<file path="config.mk">
export PLATFORM = sky130hd
export DESIGN_NAME = tl_junction_ctrl
export DESIGN_NICKNAME = d
export VERILOG_FILES = /design/src/rtl/tl_pkg.sv /design/src/rtl/tl_idle_watch.sv /design/src/rtl/tl_phase_seq.sv /design/src/rtl/tl_lamp_drive.sv /design/src/rtl/tl_junction_ctrl.sv
export SDC_FILE = /design/constraint.sdc
export NUM_CORES = 1
export LEC_CHECK = 0
export ABC_AREA = 1
export ABC_CLOCK_PERIOD_IN_PS = 1800
export CORE_MARGIN = 2
export CORE_UTILIZATION = 50
export DETAILED_ROUTE_END_ITERATION = 8
export PLACE_DENSITY = 0.79
export SETUP_SLACK_MARGIN = 0.5
export SYNTH_ARGS = -nofsm -noshare
export SYNTH_HDL_FRONTEND = slang
export SYNTH_SLANG_ARGS = --single-unit
</file>
<file path="constraint.sdc">
create_clock -name clk -period 1.8 [get_ports clk]
set_input_delay 0.36 -clock clk [delete_from_list [all_inputs] [get_ports clk]]
set_output_delay 0.36 -clock clk [all_outputs]
set_load 0.02 [all_outputs]
</file>
<file path="src/rtl/tl_pkg.sv">
package tl_pkg;

    localparam int LAMP_W = 5;
    localparam int WALK_W = 4;

    typedef logic [LAMP_W-1:0] lamp_t;
    typedef logic [WALK_W-1:0] walk_t;

    localparam lamp_t LAMP_GO   = 5'b10011;
    localparam lamp_t LAMP_WARN = 5'b01000;
    localparam lamp_t LAMP_STOP = 5'b00100;

    localparam walk_t WALK_GO   = 4'b0000;
    localparam walk_t WALK_STOP = 4'b1111;

    typedef enum logic [1:0] {
        PH_GREEN  = 2'd0,
        PH_YELLOW = 2'd1,
        PH_CLEAR  = 2'd2,
        PH_WALK   = 2'd3
    } phase_e;

    function automatic int tl_max(input int a, input int b);
        return (a > b) ? a : b;
    endfunction

    function automatic int tl_bits(input int n);
        return (n > 1) ? $clog2(n) : 1;
    endfunction

endpackage

</file>
<file path="src/rtl/tl_idle_watch.sv">
module tl_idle_watch
    import tl_pkg::*;
#(
    parameter int ROADS    = 4,
    parameter int IDLE_CYC = 5
) (
    input  logic             clk,
    input  logic             rst,
    input  logic [ROADS-1:0] sense,
    output logic [ROADS-1:0] idle
);
    localparam int QW = tl_bits(IDLE_CYC + 1);
    localparam logic [QW-1:0] QMAX = QW'(IDLE_CYC);

    for (genvar k = 0; k < ROADS; k++) begin : g_road
        logic [QW-1:0] quiet;

        always_ff @(posedge clk) begin
            if (rst) begin
                quiet <= '0;
            end else if (sense[k]) begin
                quiet <= '0;
            end else if (quiet != QMAX) begin
                quiet <= quiet + 1'b1;
            end
        end

        assign idle[k] = (quiet == QMAX);
    end

endmodule

</file>
<file path="src/rtl/tl_phase_seq.sv">
module tl_phase_seq
    import tl_pkg::*;
#(
    parameter int ROADS         = 4,
    parameter int GREEN_CYC     = 20,
    parameter int MIN_GREEN_CYC = 6,
    parameter int YELLOW_CYC    = 4,
    parameter int CLEAR_CYC     = 3,
    parameter int WALK_CYC      = 10,
    localparam int RW           = tl_bits(ROADS)
) (
    input  logic             clk,
    input  logic             rst,
    input  logic [ROADS-1:0] idle,
    output phase_e           phase,
    output logic [RW-1:0]    road
);
    localparam int LONGEST = tl_max(tl_max(GREEN_CYC, YELLOW_CYC),
                                    tl_max(CLEAR_CYC, WALK_CYC));
    localparam int CW = tl_bits(LONGEST + 1);
    localparam logic [RW-1:0] LAST_ROAD = RW'(ROADS - 1);

    typedef struct packed {
        phase_e        phase;
        logic [RW-1:0] road;
        logic [CW-1:0] elapsed;
    } seq_t;

    seq_t cur, nxt;
    logic done;
    logic idle_cur;

    assign idle_cur = idle[cur.road];

    always_comb begin
        unique case (cur.phase)
            PH_GREEN:  done = (cur.elapsed == CW'(GREEN_CYC - 1)) ||
                              ((cur.elapsed >= CW'(MIN_GREEN_CYC - 1)) && idle_cur);
            PH_YELLOW: done = (cur.elapsed == CW'(YELLOW_CYC - 1));
            PH_CLEAR:  done = (cur.elapsed == CW'(CLEAR_CYC - 1));
            default:   done = (cur.elapsed == CW'(WALK_CYC - 1));
        endcase
    end

    always_comb begin
        nxt = cur;
        if (!done) begin
            nxt.elapsed = cur.elapsed + 1'b1;
        end else begin
            nxt.elapsed = '0;
            unique case (cur.phase)
                PH_GREEN: nxt.phase = PH_YELLOW;
                PH_YELLOW: begin
                    if (cur.road == LAST_ROAD) begin
                        nxt.phase = PH_CLEAR;
                    end else begin
                        nxt.phase = PH_GREEN;
                        nxt.road  = cur.road + 1'b1;
                    end
                end
                PH_CLEAR: nxt.phase = PH_WALK;
                default: begin
                    nxt.phase = PH_GREEN;
                    nxt.road  = '0;
                end
            endcase
        end
    end

    always_ff @(posedge clk) begin
        if (rst) begin
            cur.phase   <= PH_GREEN;
            cur.road    <= '0;
            cur.elapsed <= '0;
        end else begin
            cur <= nxt;
        end
    end

    assign phase = cur.phase;
    assign road  = cur.road;

endmodule

</file>
<file path="src/rtl/tl_lamp_drive.sv">
module tl_lamp_drive
    import tl_pkg::*;
#(
    parameter int ROADS = 4,
    localparam int RW   = tl_bits(ROADS)
) (
    input  phase_e                  phase,
    input  logic [RW-1:0]           road,
    output logic [ROADS*LAMP_W-1:0] road_lamp,
    output walk_t                   walk_lamp
);
    for (genvar k = 0; k < ROADS; k++) begin : g_lamp
        logic served;
        assign served = (road == RW'(k));

        always_comb begin
            if (served && phase == PH_GREEN) begin
                road_lamp[k*LAMP_W +: LAMP_W] = LAMP_GO;
            end else if (served && phase == PH_YELLOW) begin
                road_lamp[k*LAMP_W +: LAMP_W] = LAMP_WARN;
            end else begin
                road_lamp[k*LAMP_W +: LAMP_W] = LAMP_STOP;
            end
        end
    end

    assign walk_lamp = (phase == PH_WALK) ? WALK_GO : WALK_STOP;

endmodule

</file>
<file path="src/rtl/tl_junction_ctrl.sv">
module tl_junction_ctrl
    import tl_pkg::*;
#(
    parameter int ROADS         = 4,
    parameter int GREEN_CYC     = 20,
    parameter int MIN_GREEN_CYC = 6,
    parameter int YELLOW_CYC    = 4,
    parameter int CLEAR_CYC     = 3,
    parameter int WALK_CYC      = 10,
    parameter int IDLE_CYC      = 5
) (
    input  logic                    clk,
    input  logic                    rst,
    input  logic [ROADS-1:0]        veh_sense,
    output logic [ROADS*LAMP_W-1:0] road_lamp,
    output logic [WALK_W-1:0]       walk_lamp
);
    localparam int RW = tl_bits(ROADS);

    logic [ROADS-1:0] idle;
    phase_e           phase;
    logic [RW-1:0]    road;

    tl_idle_watch #(
        .ROADS    (ROADS),
        .IDLE_CYC (IDLE_CYC)
    ) u_idle (
        .clk   (clk),
        .rst   (rst),
        .sense (veh_sense),
        .idle  (idle)
    );

    tl_phase_seq #(
        .ROADS         (ROADS),
        .GREEN_CYC     (GREEN_CYC),
        .MIN_GREEN_CYC (MIN_GREEN_CYC),
        .YELLOW_CYC    (YELLOW_CYC),
        .CLEAR_CYC     (CLEAR_CYC),
        .WALK_CYC      (WALK_CYC)
    ) u_seq (
        .clk   (clk),
        .rst   (rst),
        .idle  (idle),
        .phase (phase),
        .road  (road)
    );

    tl_lamp_drive #(
        .ROADS (ROADS)
    ) u_drive (
        .phase     (phase),
        .road      (road),
        .road_lamp (road_lamp),
        .walk_lamp (walk_lamp)
    );

endmodule

</file>
# Yosys cells after proc, flatten, opt, wreduce, memory -nomap -nowiden
# Cells that the tools add are included.
# classes
addsub	6
multipliers	0
n_div	0
order_cmp	2
eq_ne	19
shift	0
muxes	16
bitwise_logic	1
reduce_logical	19
# op_table
op	n
2-to-1 mux 4 bit	5
2-to-1 mux 5 bit	4
adder 3 x 1 -> 3 bit, second input constant	4
== test 3 bit, second input constant	4
!= test 3 bit, second input constant	4
OR reduction 2 bit	6
== test 5 x 2 -> 1 bit, second input constant	2
logical AND 1 bit	9
== test 2 bit, second input constant	4
case mux 2 bit (3 select lines)	1
adder 5 x 1 -> 5 bit, second input constant	1
== test 5 x 4 -> 1 bit, second input constant	1
== test 5 bit, second input constant	1
greater-or-equal comparator 5 x 3 -> 1 bit, second input constant	1
== test 2 x 1 -> 1 bit, second input constant	2
logical NOT 2 bit	2
2-to-1 mux 2 bit	2
case mux 2 bit (2 select lines)	1
< comparator 2 x 3 -> 1 bit, second input constant	1
case mux 1 bit (3 select lines)	1
AND reduction 3 bit	1
adder 2 x 1 -> 2 bit, second input constant	1
binary-select mux 1 bit (select 2 bit)	1
!= test 2 bit, second input constant	1
3 further kinds	3
# word_totals
register_bits	21
latchBits	0
ram_bits	0
rom_bits	0
inputBits	6
output_inout_bits	24
mem_count	0

# Depth between registers and ports, before layout
# Gate-level depths: netlist of run 1.
# depth
ltp_word	7
ltp_mapped	11
mapped_depth_nobuf	11

# By module
# From an unflattened synthesis of run 1, not the netlist that was laid out.
# hier_totals
hier_cells	213
area_unflattened_um2	1438.9
# by_module_without_submodules
mod	instances	cells_each	area_per_inst_um2	seq_area_each_um2
tl_phase_seq	1	91	636.9	180.2
tl_idle_watch	1	88	628.1	240.2
tl_lamp_drive	1	34	173.9	0.0

# Least setup slack after synthesis of run 1
# Ideal clock, no wire load.
# synth_timing
kind	register to output
start	register, netlist name u_seq.phase[0]
end	output road_lamp[12]
arrival_time_ns	1.368
t_required_ns	1.440
slack_ns	0.072
path_stages_with_launch	5
cell_sequence	dfxtp_1 inv_1 ha_1 clkbuf_1 o21ai_0
# synth_between
elab_chain_cells	4
word_cells_on_any_way	6
cone_classes	eq/ne: 1; mux: 2; reduce/logical: 3
# synth_rtl
item	line_no	source
== test 2 x 1 -> 1 bit	tl_lamp_drive.sv:19	end else if (served && phase == PH_YELLOW) begin
logical AND 1 bit	tl_lamp_drive.sv:19	
2-to-1 mux 4 bit	tl_lamp_drive.sv:19	
2-to-1 mux 5 bit (*)	tl_lamp_drive.sv:17	if (served && phase == PH_GREEN) begin
end: declaration	tl_junction_ctrl.sv:15	output logic [ROADS*LAMP_W-1:0] road_lamp,
# Every way passes the cells marked *; elsewhere a longest branch is shown, timed or not.

# Worst setup path after layout of run 1
# layout_timing
start	register, netlist name u_seq.phase[0]
end	output road_lamp[2]
# layout_between
elab_chain_cells	4
word_cells_on_any_way	6
cone_classes	eq/ne: 1; mux: 2; reduce/logical: 3
# layout_rtl
item	line_no
== test 2 x 1 -> 1 bit	tl_lamp_drive.sv:19
logical AND 1 bit	tl_lamp_drive.sv:19
2-to-1 mux 4 bit	tl_lamp_drive.sv:19
2-to-1 mux 5 bit (*)	tl_lamp_drive.sv:17
# Marks and branches as above.

==> results of run 1 <==
per-stage QoR:
stage                     hold WS, ns  TNS, ns  instance area, um^2  power, W  setup WS (ns)
after global routing            0.516   -0.217                 2280   0.00134        -0.0601
after CTS                       0.497        0                 2100   0.00116         0.0284
final                           0.507  -0.0514                 2280   0.00129        -0.0201
after floorplan                 0.419        0                 1540  0.000746          0.444
after detailed placement        0.480   -0.831                 1810  0.000813         -0.129
after global placement          0.461   -0.367                 1810  0.000801        -0.0834
worst paths after layout:
check / from / end / slack (ns) / depth (start not counted)
min: u_seq.cur[0] / u_seq.cur[0] / 0.51 / 1
max: u_seq.phase[0] / road_lamp[2] / -0.02 / 5
min reg2reg: u_seq.cur[0] / u_seq.cur[0] / 0.51 / 1
max reg2reg: u_seq.phase[0] / u_seq.road[1] / 0.11 / 13
registers in the layout (all words and copies together), names as in the netlist:
signal               count
u_idle.g_road.quiet     12
u_seq.cur                5
u_seq.phase              2
u_seq.road               2
cells in the mapped netlist (4+ instances only):
| cell | number | area, um^2 |
|---|---|---|
| ha_1 | 19 | 238 |
| inv_1 | 25 | 93.8 |
| dfxtp_1 | 21 | 420 |
| buf_4 | 11 | 82.6 |
| nand2_2 | 4 | 25.0 |
| inv_2 | 4 | 15.0 |
| nand3_1 | 12 | 60.1 |
| nor2_1 | 22 | 82.6 |
| a21oi_1 | 10 | 50.1 |
| nand2_1 | 27 | 101 |
| o21ai_0 | 14 | 70.1 |
logic make-up after synthesis:
family / count (synthesis) / share of synthesized area
adders and majority gates: 19 / 0.172
and+or+nand+nor: 72 / 0.234
buffers and inverters: 42 / 0.145
DFF: 21 / 0.304
xor gates and xnor gates: 4 / 0.0254
AOI/OAI and AO/OA: 30 / 0.120
layer usage:
layer  up-vias  GRT usage
met2        63      0.442
met3        16     0.0369
li1        693          -
met4         0     0.0918
met1       695      0.243
met5         -          0
repair_timing:
action / CTS / global route
resized for setup: 180 / 36
buffers inserted: 13 / 5
setup endpoints to repair: 33 / 34
pin swaps: 15 / 15
where the power goes:
| part | switching, W | total, W | internal, W |
|---|---|---|---|
| registers | 0.0000356 | 0.000523 | 0.000488 |
| clock network | 0.000153 | 0.000236 | 0.0000831 |
| logic | 0.000268 | 0.000526 | 0.000258 |
| total | 0.000456 | 0.00129 | 0.000829 |
worst max-delay path: stages, from the launching register on:
cell and delay [ns]:
dfxtp_4 0.39, buf_4 0.15, ha_4 0.19, buf_4 0.14, o21ai_2 0.13, buf_4 0.15
cell type report:
cell class	count	area, um^2
Clock buffer	3	22.5
Clock inverter	1	5.00
Fill cell	115	410
Inverter	29	146
Multi-Input combinational cell	125	1020
Sequential cell	21	439
Tap cell	31	38.8
Timing Repair Buffer	59	599
==> reports/results.txt, run 1 <==
outcome -> finished, violations left
failing checks -> negative setup slack
CTS Hold Bufs -> 0
IO Count -> 30
Initial Util -> 0.514
Post-synth EDFFs -> 0
die width -> 56.6 um
final cell count without fillers -> 269
max layer used -> met4
Hold Path Class -> reg2reg
Max-Cap Viols -> 0
Slew HR -> 0.759
first-pass GRT wire length -> 5910 um
initial antenna violation count -> 0
worst setup margin -> -0.0201 ns
Final Setup Violations -> 3
Final GP Congestion -> 0.826
Worst-Margin Slew -> 0.360 ns
unrepaired setup endpoints after global routing -> yes
All-Layer GR Usage -> 0.230
metal3 WL -> 201 um
clk slew on worst S/H paths -> 0.12 ns
flops & latches, synth -> 21
final-report hold violation count -> 0
Final Util -> 0.847
Power Density -> 565 nW/um^2
Ant. Diodes -> 0
fin crit period -> 1.82 ns
Skew-Pair Late Insertion Delay -> 0.31 ns
TritonCTS clock tree -> done
met1 wire length -> 1870 um
Seq/Total Area, Yosys -> 0.304
synthesized area -> 1380 um^2
CTS sink count -> 21
leakage power -> 0.969 nW
WP data arrival -> 1.46 ns
DRC -> 0
fmax -> 0.549 GHz
Num CTS Buffers -> 3
Core Rows -> 19
CP Max Fanout -> 8
layout cell share with drive strength beyond 1 -> 0.508
vias in the first global route -> 1412
Via-to-Cell Ratio -> 5.45
dpl hpwl -> 2140 um
input/output buffers -> 29
WL/cell -> 17.4 um
most common cell after layout, fill and taps aside -> buf_6
Final Cycle Share -> 1.01
Syn Area/Cell -> 7.35 um^2
placed cells -> 247
routed length on met2 -> 2430 um
Synthesis Warnings -> 0
Die H -> 56.6 um
core area -> 2690 um^2
Gate Count Post-Synth -> 188
commonest cells after routing, fill and taps aside -> buf_6, nand2_1, buf_4
H-tree levels -> 1
Max Slew Vio Count -> 0
Crit Path Category -> reg2out
Max VDD drop -> 701 uV
Antenna Nets Post-Route -> 0
total grt overflow -> 0
DR pass1 iterations -> 4
drt first-iter violations -> 58
Net Count, Synth -> 213
die area -> 3200 um^2
Worst Setup Start Kind -> flip-flop
Worst setup EP type -> output pin
Bufs on Longest Clock Path -> 2
pin count of the biggest net entering global routing -> 13
Worst EP required -> 1.44 ns
CTS root buf -> clkbuf_4
nets@finish -> 264
final wirelength -> 4670 um
top_reg_cell synth -> dfxtp_1
Async SR Flop Fraction -> 0
Vias -> 1467
Final Skew -> 0.00499 ns
area growth from synthesis to layout -> 64.8%
count of cell types in the netlist -> 25
(Power assumes the default switching activity.)
==> run 2, diff against run 1 <==
CAP_MARGIN = 20   (was unset)
CORE_UTILIZATION = 51   (was 50)
PLACE_DENSITY = 0.8   (was 0.79)
SYNTH_HIERARCHICAL = 1   (was unset)
==> reports/results.txt, run 2 <==
outcome -> finished, final reports clean (was finished, violations left)
Antenna Nets Post-Route -> 0 (unchanged)
layout cell share with drive strength beyond 1 -> 0.506 (was 0.508)
Post-Synth Simple-Gate Area -> 0.364 (was 0.234)
Worst setup EP type -> output pin (unchanged)
worst path bufs/invs -> 2 (was 3)
nets@finish -> 268 (was 264)
placed cells -> 259 (was 247)
die area -> 3260 um^2 (was 3200 um^2)
most frequent cell after synthesis -> nand2_1 (unchanged)
All-Layer GR Usage -> 0.178 (was 0.230)
Vias -> 1335 (was 1467)
H-tree levels -> 1 (unchanged)
flops & latches, synth -> 21 (unchanged)
Async SR Flop Fraction -> 0 (unchanged)
max incr delay on CP -> 0.40 ns (was 0.39 ns)
fin crit period -> 1.54 ns (was 1.82 ns)
final cell count without fillers -> 278 (was 269)
most common cell after layout, fill and taps aside -> nand2_1 (was buf_6)
Final Skew -> 0.00178 ns (was 0.00499 ns)
Largest Register -> u_idle/g_road.quiet (was u_idle.g_road.quiet)
cell family with most CP delay -> flip-flops (was buffers and inverters)
Seq/Total Area, Yosys -> 0.292 (was 0.304)
WP data arrival -> 1.18 ns (was 1.46 ns)
worst-path cell chain -> inv_8 > nand2_2 > nor2_1 > buf_4 (was buf_4 > ha_4 > buf_4 > o21ai_2 > buf_4)
final-report hold violation count -> 0 (unchanged)
Ant. Diodes -> 0 (unchanged)
Post-Synth XOR/XNOR Area -> 0.0183 (was 0.0254)
Worst EP required -> 1.44 ns (about the same)
Max-Cap Viols -> 0 (unchanged)
DR pass1 iterations -> 5 (was 4)
drt first-iter violations -> 41 (was 58)
DRC -> 0 (unchanged)
Worst-Margin Slew -> 0.344 ns (was 0.360 ns)
count of cell types in the netlist -> 21 (was 25)
Syn Area/Cell -> 6.76 um^2 (was 7.35 um^2)
Synth Area in Compound Gates -> 0.0400 (was 0.120)
Synthesis Warnings -> 6 (was 0)
core area -> 2710 um^2 (was 2690 um^2)
clk slew on worst S/H paths -> 0.13 ns (was 0.12 ns)
Via-to-Cell Ratio -> 4.80 (was 5.45)
Yosys top cell area share -> 0.292 (was 0.304)
Tot Pwr -> 0.000836 W (was 0.00129 W)
fmax -> 0.649 GHz (was 0.549 GHz)
Power Density -> 405 nW/um^2 (was 565 nW/um^2)
Bufs on Longest Clock Path -> 2 (unchanged)
IO Count -> 30 (unchanged)
CP max stage cell -> dfxtp_4 (unchanged)
Die H -> 57.1 um (was 56.6 um)
Num CTS Buffers -> 3 (unchanged)
WL/cell -> 10.9 um (was 17.4 um)
TritonCTS clock tree -> done (unchanged)
main combinational cell family by area after synthesis -> simple AND/OR/NAND/NOR gates (unchanged)
dpl hpwl -> 1940 um (was 2140 um)
worst setup margin -> 0.259 ns (was -0.0201 ns)
die width -> 57.1 um (was 56.6 um)
Crit Path Category -> reg2out (unchanged)
CTS root buf -> clkbuf_4 (unchanged)
Gate Count Post-Synth -> 213 (was 188)
CTS sink count -> 21 (unchanged)
mux contribution to synthesized area -> 0 (unchanged)
max reg flops -> 12 (unchanged)
Max VDD drop -> 520 uV (was 701 uV)
area leader, netlist -> dfxtp_1 (unchanged)
final wirelength -> 3030 um (was 4670 um)
Final Cycle Share -> 0.856 (was 1.01)
Hold Path Class -> reg2reg (unchanged)
leakage power -> 0.993 nW (was 0.969 nW)
Core Rows -> 19 (unchanged)
first-pass GRT wire length -> 4710 um (was 5910 um)
most frequent cells after synthesis -> nand2_1, nor2_1, inv_1 (was nand2_1, inv_1, nor2_1)
Skew-Pair Late Insertion Delay -> 0.32 ns (was 0.31 ns)
largest cells by area after synthesis -> dfxtp_1, ha_1, nand2_1 (unchanged)
Initial Util -> 0.531 (was 0.514)
setup TNS -> 0 ns (was -0.0514 ns)
Net Count, Synth -> 233 (was 213)
pin count of the biggest net entering global routing -> 13 (unchanged)
unrepaired setup endpoints after global routing -> yes (unchanged)
area growth from synthesis to layout -> 43.6% (was 64.8%)
input/output buffers -> 29 (unchanged)
Max Slew Vio Count -> 0 (unchanged)
initial antenna violation count -> 0 (unchanged)
Final Setup Violations -> 0 (was 3)
Worst Setup Start Kind -> flip-flop (unchanged)
commonest cells after routing, fill and taps aside -> nand2_1, nor2_1, buf_6 (was buf_6, nand2_1, buf_4)
WHS -> 0.483 ns (was 0.507 ns)
top flop regs -> u_idle/g_road.quiet (12), u_seq/cur (5) (was u_idle.g_road.quiet (12), u_seq.cur (5))
Slew HR -> 0.770 (was 0.759)
total grt overflow -> 0 (unchanged)
synthesized area -> 1440 um^2 (was 1380 um^2)
Final GP Congestion -> 0.813 (was 0.826)
vias in the first global route -> 1171 (was 1412)
top_reg_cell synth -> dfxtp_1 (unchanged)
Post-synth EDFFs -> 0 (unchanged)
CP Max Fanout -> 6 (was 8)
dpl ws -> 0.118 ns (was -0.129 ns)
Post-Synth Adder-Cell Area -> 0.122 (was 0.172)
[run 2: changes by cell type after synthesis, sizes merged, moves of 2 or more]
cell / delta
inv: +3
nand2: +21
a211oi: -2
o21ai: -9
xnor2: -2
ha: -5
a21oi: -7
nand3: +6
a31oi: -2
buf: +3
nor2: +20
[run 2: path summary, 6_finish.rpt]
kind,startpoint,slack [ns],to,depth (start not counted)
min reg2reg,u_seq/cur[0],0.48,u_seq/cur[0],1
min,u_seq/cur[0],0.48,u_seq/cur[0],1
max,u_seq/phase[1],0.26,road_lamp[3],4
max reg2reg,u_idle/g_road[1].quiet[1],0.29,u_seq/road[1],15
[run 2: worst reg2reg max path, stage by stage (launching register included)]
cell     delay [ns]
dfxtp_2        0.36
inv_2          0.07
ha_4           0.15
nand2_4        0.05
inv_2          0.06
inv_2          0.03
nand2_2        0.04
nand3_2        0.07
nand2_2        0.07
nand2_1        0.05
nand2_1        0.06
nand2_2        0.07
nand2_4        0.13
nand3_1        0.08
nand2_1        0.06
nor2_1         0.05
[run 2: cell type report]
cell class	instances	area, um^2
timing repair buffer	45	412
inverter	32	138
tap	31	38.8
sequential	21	453
fill	211	644
clock inverter	1	5.00
clock buffer	3	22.5
multi-input combinational	145	997
[run 2: what timing repair did]
item                                    CTS  global route
pin swaps                                 7            12
resized for setup                       138            34
hold buffers                              0             0
buffers inserted                          9             6
endpoints found under the setup margin   33            33
[run 2: kinds of logic (layout without fill, tap and decap cells)]
family | after synthesis | after routing
flops | 21 | 21
simple gates | 118 | 118
fa+ha+maj | 14 | 14
xor+xnor | 3 | 3
compound gates | 10 | 10
buf+inv | 47 | 81
[run 2: through the flow]
step            util  area [um^2]
6_report       0.762         2070
5_1_grt        0.762         2070
4_1_cts        0.702         1900
3_5_place_dp   0.664         1800
3_3_place_gp   0.664         1800
2_1_floorplan      -         1610
[run 2: per-layer routing]
metal	share of wire	wire length, um	track usage
met1	0.43	1300	0.217
met4	0.0049	15	0.0498
met5	0	0	0
met3	0.026	78	0.0272
met2	0.54	1640	0.323
[run 2: power breakdown]
part | internal [W] | total (W) | switching, W
registers | 0.000474 | 0.000490 | 0.0000160
logic | 0.0000526 | 0.000102 | 0.0000499
clock network | 0.0000833 | 0.000244 | 0.000160
total | 0.000610 | 0.000836 | 0.000226
==> run 3, diff against run 2 <==
CORE_ASPECT_RATIO = 1.75   (was unset)
SETUP_SLACK_MARGIN = 0.15   (was 0.5)
==> reports/results.txt, run 3 (same netlist as run 2, synthesis figures left out) <==
outcome -> finished, final reports clean (unchanged)
die area -> 3280 um^2 (was 3260 um^2)
Largest Register -> u_idle/g_road.quiet (unchanged)
setup TNS -> 0 ns (unchanged)
area growth from synthesis to layout -> 24.8% (was 43.6%)
layout cell share with drive strength beyond 1 -> 0.303 (was 0.506)
Worst-Margin Slew -> 0.225 ns (was 0.344 ns)
GR peak layer -> met2 (unchanged)
Final Skew -> 0.00802 ns (was 0.00178 ns)
CTS Hold Bufs -> 0 (unchanged)
drt first-iter violations -> 26 (was 41)
grt met3 use -> 0.0243 (was 0.0272)
total grt overflow -> 0 (unchanged)
CP Max Fanout -> 6 (unchanged)
initial antenna violation count -> 0 (unchanged)
Max-Cap Viols -> 0 (unchanged)
Worst EP required -> 1.44 ns (about the same)
Final Setup Violations -> 0 (unchanged)
WP data arrival -> 1.27 ns (was 1.18 ns)
Ant. Diodes -> 0 (unchanged)
Max Slew Vio Count -> 0 (unchanged)
max reg flops -> 12 (unchanged)
clk slew on worst S/H paths -> 0.07 ns (was 0.13 ns)
hold depth -> 1 (unchanged)
first-pass GRT wire length -> 4490 um (was 4710 um)
cell count along the critical path -> 3 (was 4)
CTS root buf -> clkbuf_8 (was clkbuf_4)
Num CTS Buffers -> 3 (unchanged)
commonest cells after routing, fill and taps aside -> nand2_1, nor2_1, inv_1 (was nand2_1, nor2_1, buf_6)
CP max stage cell -> dfxtp_1 (was dfxtp_4)
Die H -> 74.3 um (was 57.1 um)
Initial Util -> 0.535 (was 0.531)
Via-to-Cell Ratio -> 4.92 (was 4.80)
core area -> 2690 um^2 (was 2710 um^2)
Power Density -> 502 nW/um^2 (was 405 nW/um^2)
IO Count -> 30 (unchanged)
Final GP Congestion -> 0.800 (was 0.813)
die width -> 44.2 um (was 57.1 um)
DR pass1 iterations -> 4 (was 5)
fin crit period -> 1.63 ns (was 1.54 ns)
Skew-Pair Late Insertion Delay -> 0.26 ns (was 0.32 ns)
Slew HR -> 0.848 (was 0.770)
Final Cycle Share -> 0.905 (was 0.856)
top flop regs -> u_idle/g_road.quiet (12), u_seq/cur (5) (unchanged)
DRC -> 0 (unchanged)
Crit Path Category -> reg2out (unchanged)
WL/cell -> 10.8 um (was 10.9 um)
final wirelength -> 2860 um (was 3030 um)
unrepaired setup endpoints after global routing -> yes (unchanged)
dpl hpwl -> 2000 um (was 1940 um)
final-report hold violation count -> 0 (unchanged)
H-tree levels -> 1 (unchanged)
pin count of the biggest net entering global routing -> 12 (was 13)
Worst setup EP type -> output pin (unchanged)
All-Layer GR Usage -> 0.179 (was 0.178)
Max VDD drop -> 457 uV (was 520 uV)
worst-path cell chain -> nand2_1 > nor2_1 > dlygate4sd2_1 (was inv_8 > nand2_2 > nor2_1 > buf_4)
TritonCTS clock tree -> done (unchanged)
met1 Use GR -> 0.179 (was 0.217)
Core Rows -> 25 (was 19)
Vias -> 1303 (was 1335)
CTS sink count -> 21 (unchanged)
worst setup margin -> 0.171 ns (was 0.259 ns)
Hold Path Class -> reg2reg (unchanged)
Worst Reg-to-Reg Cells -> 15 (unchanged)
cell family with most CP delay -> flip-flops (unchanged)
Bufs on Longest Clock Path -> 2 (unchanged)
vias in the first global route -> 1156 (was 1171)
grt met2 use -> 0.346 (was 0.323)
fmax -> 0.614 GHz (was 0.649 GHz)
worst path bufs/invs -> 1 (was 2)
Antenna Nets Post-Route -> 0 (unchanged)
Worst Setup Start Kind -> flip-flop (unchanged)
dpl ws -> 0.102 ns (was 0.118 ns)
most common cell after layout, fill and taps aside -> nand2_1 (unchanged)
nets@finish -> 259 (was 268)
input/output buffers -> 29 (unchanged)
leakage power -> 0.899 nW (was 0.993 nW)
max incr delay on CP -> 0.42 ns (was 0.40 ns)
[run 3: cell types whose count changed in the layout (fill, tap and decap cells not counted), moves of 5 or more]
| cell | delta |
|---|---|
| nand2_1 | +7 |
| dlygate4sd2_1 | +12 |
| nor2_4 | -5 |
| clkbuf_2 | +8 |
| buf_4 | -10 |
| nand3_1 | +5 |
| nor2_1 | +8 |
| inv_1 | +5 |
| buf_6 | -19 |
| nand2_2 | -5 |
| dfxtp_4 | -6 |
[run 3: path summary, 6_finish.rpt]
kind                            slack [ns]                 startpoint       endpoint
worst max register to register        0.21  u_idle/g_road[1].quiet[1]  u_seq/road[1]
worst min register to register        0.51               u_seq/cur[0]   u_seq/cur[0]
worst min-delay path                  0.51               u_seq/cur[0]   u_seq/cur[0]
worst max-delay path                  0.17              u_seq/road[0]  road_lamp[16]
[run 3: repair_timing]
| action | 4_1_cts | 5_1_grt |
|---|---|---|
| gates cloned | 0 | 0 |
| setup endpoints to repair | 24 | 25 |
| gates resized for setup | 32 | 45 |
| pin swaps | 0 | 5 |
| buffers inserted | 0 | 2 |
[run 3: layout make-up]
class | instances | area (um^2)
inverter | 32 | 123
sequential | 21 | 434
timing repair buffer | 36 | 292
clock buffer | 4 | 45.0
multi-input combinational | 145 | 868
fill | 240 | 895
tap | 27 | 33.8
[run 3: per-layer routing]
metal	vias to the layer above	routed length (um)
li1	686	-
met1	591	1050
met2	24	1680
met3	2	108
met4	0	26
met5	-	0
[run 3: through the flow]
stage                     cells  hold WS [ns]  total power [W]   util  area [um^2]
after floorplan             213         0.422         0.000553      -         1440
after global routing        265         0.529         0.000949  0.667         1800
after detailed placement    259         0.498         0.000583  0.627         1690
final                       265         0.510         0.000901  0.667         1800
after CTS                   263         0.514         0.000894  0.637         1710
after global placement      259         0.493         0.000581  0.627         1690
[run 3: power breakdown]
group	internal (W)	leakage [nW]	switching (W)	total [W]
logic	0.0000462	0.701	0.0000457	0.0000919
registers	0.000481	0.175	0.0000179	0.000499
clock network	0.000158	0.0228	0.000153	0.000311
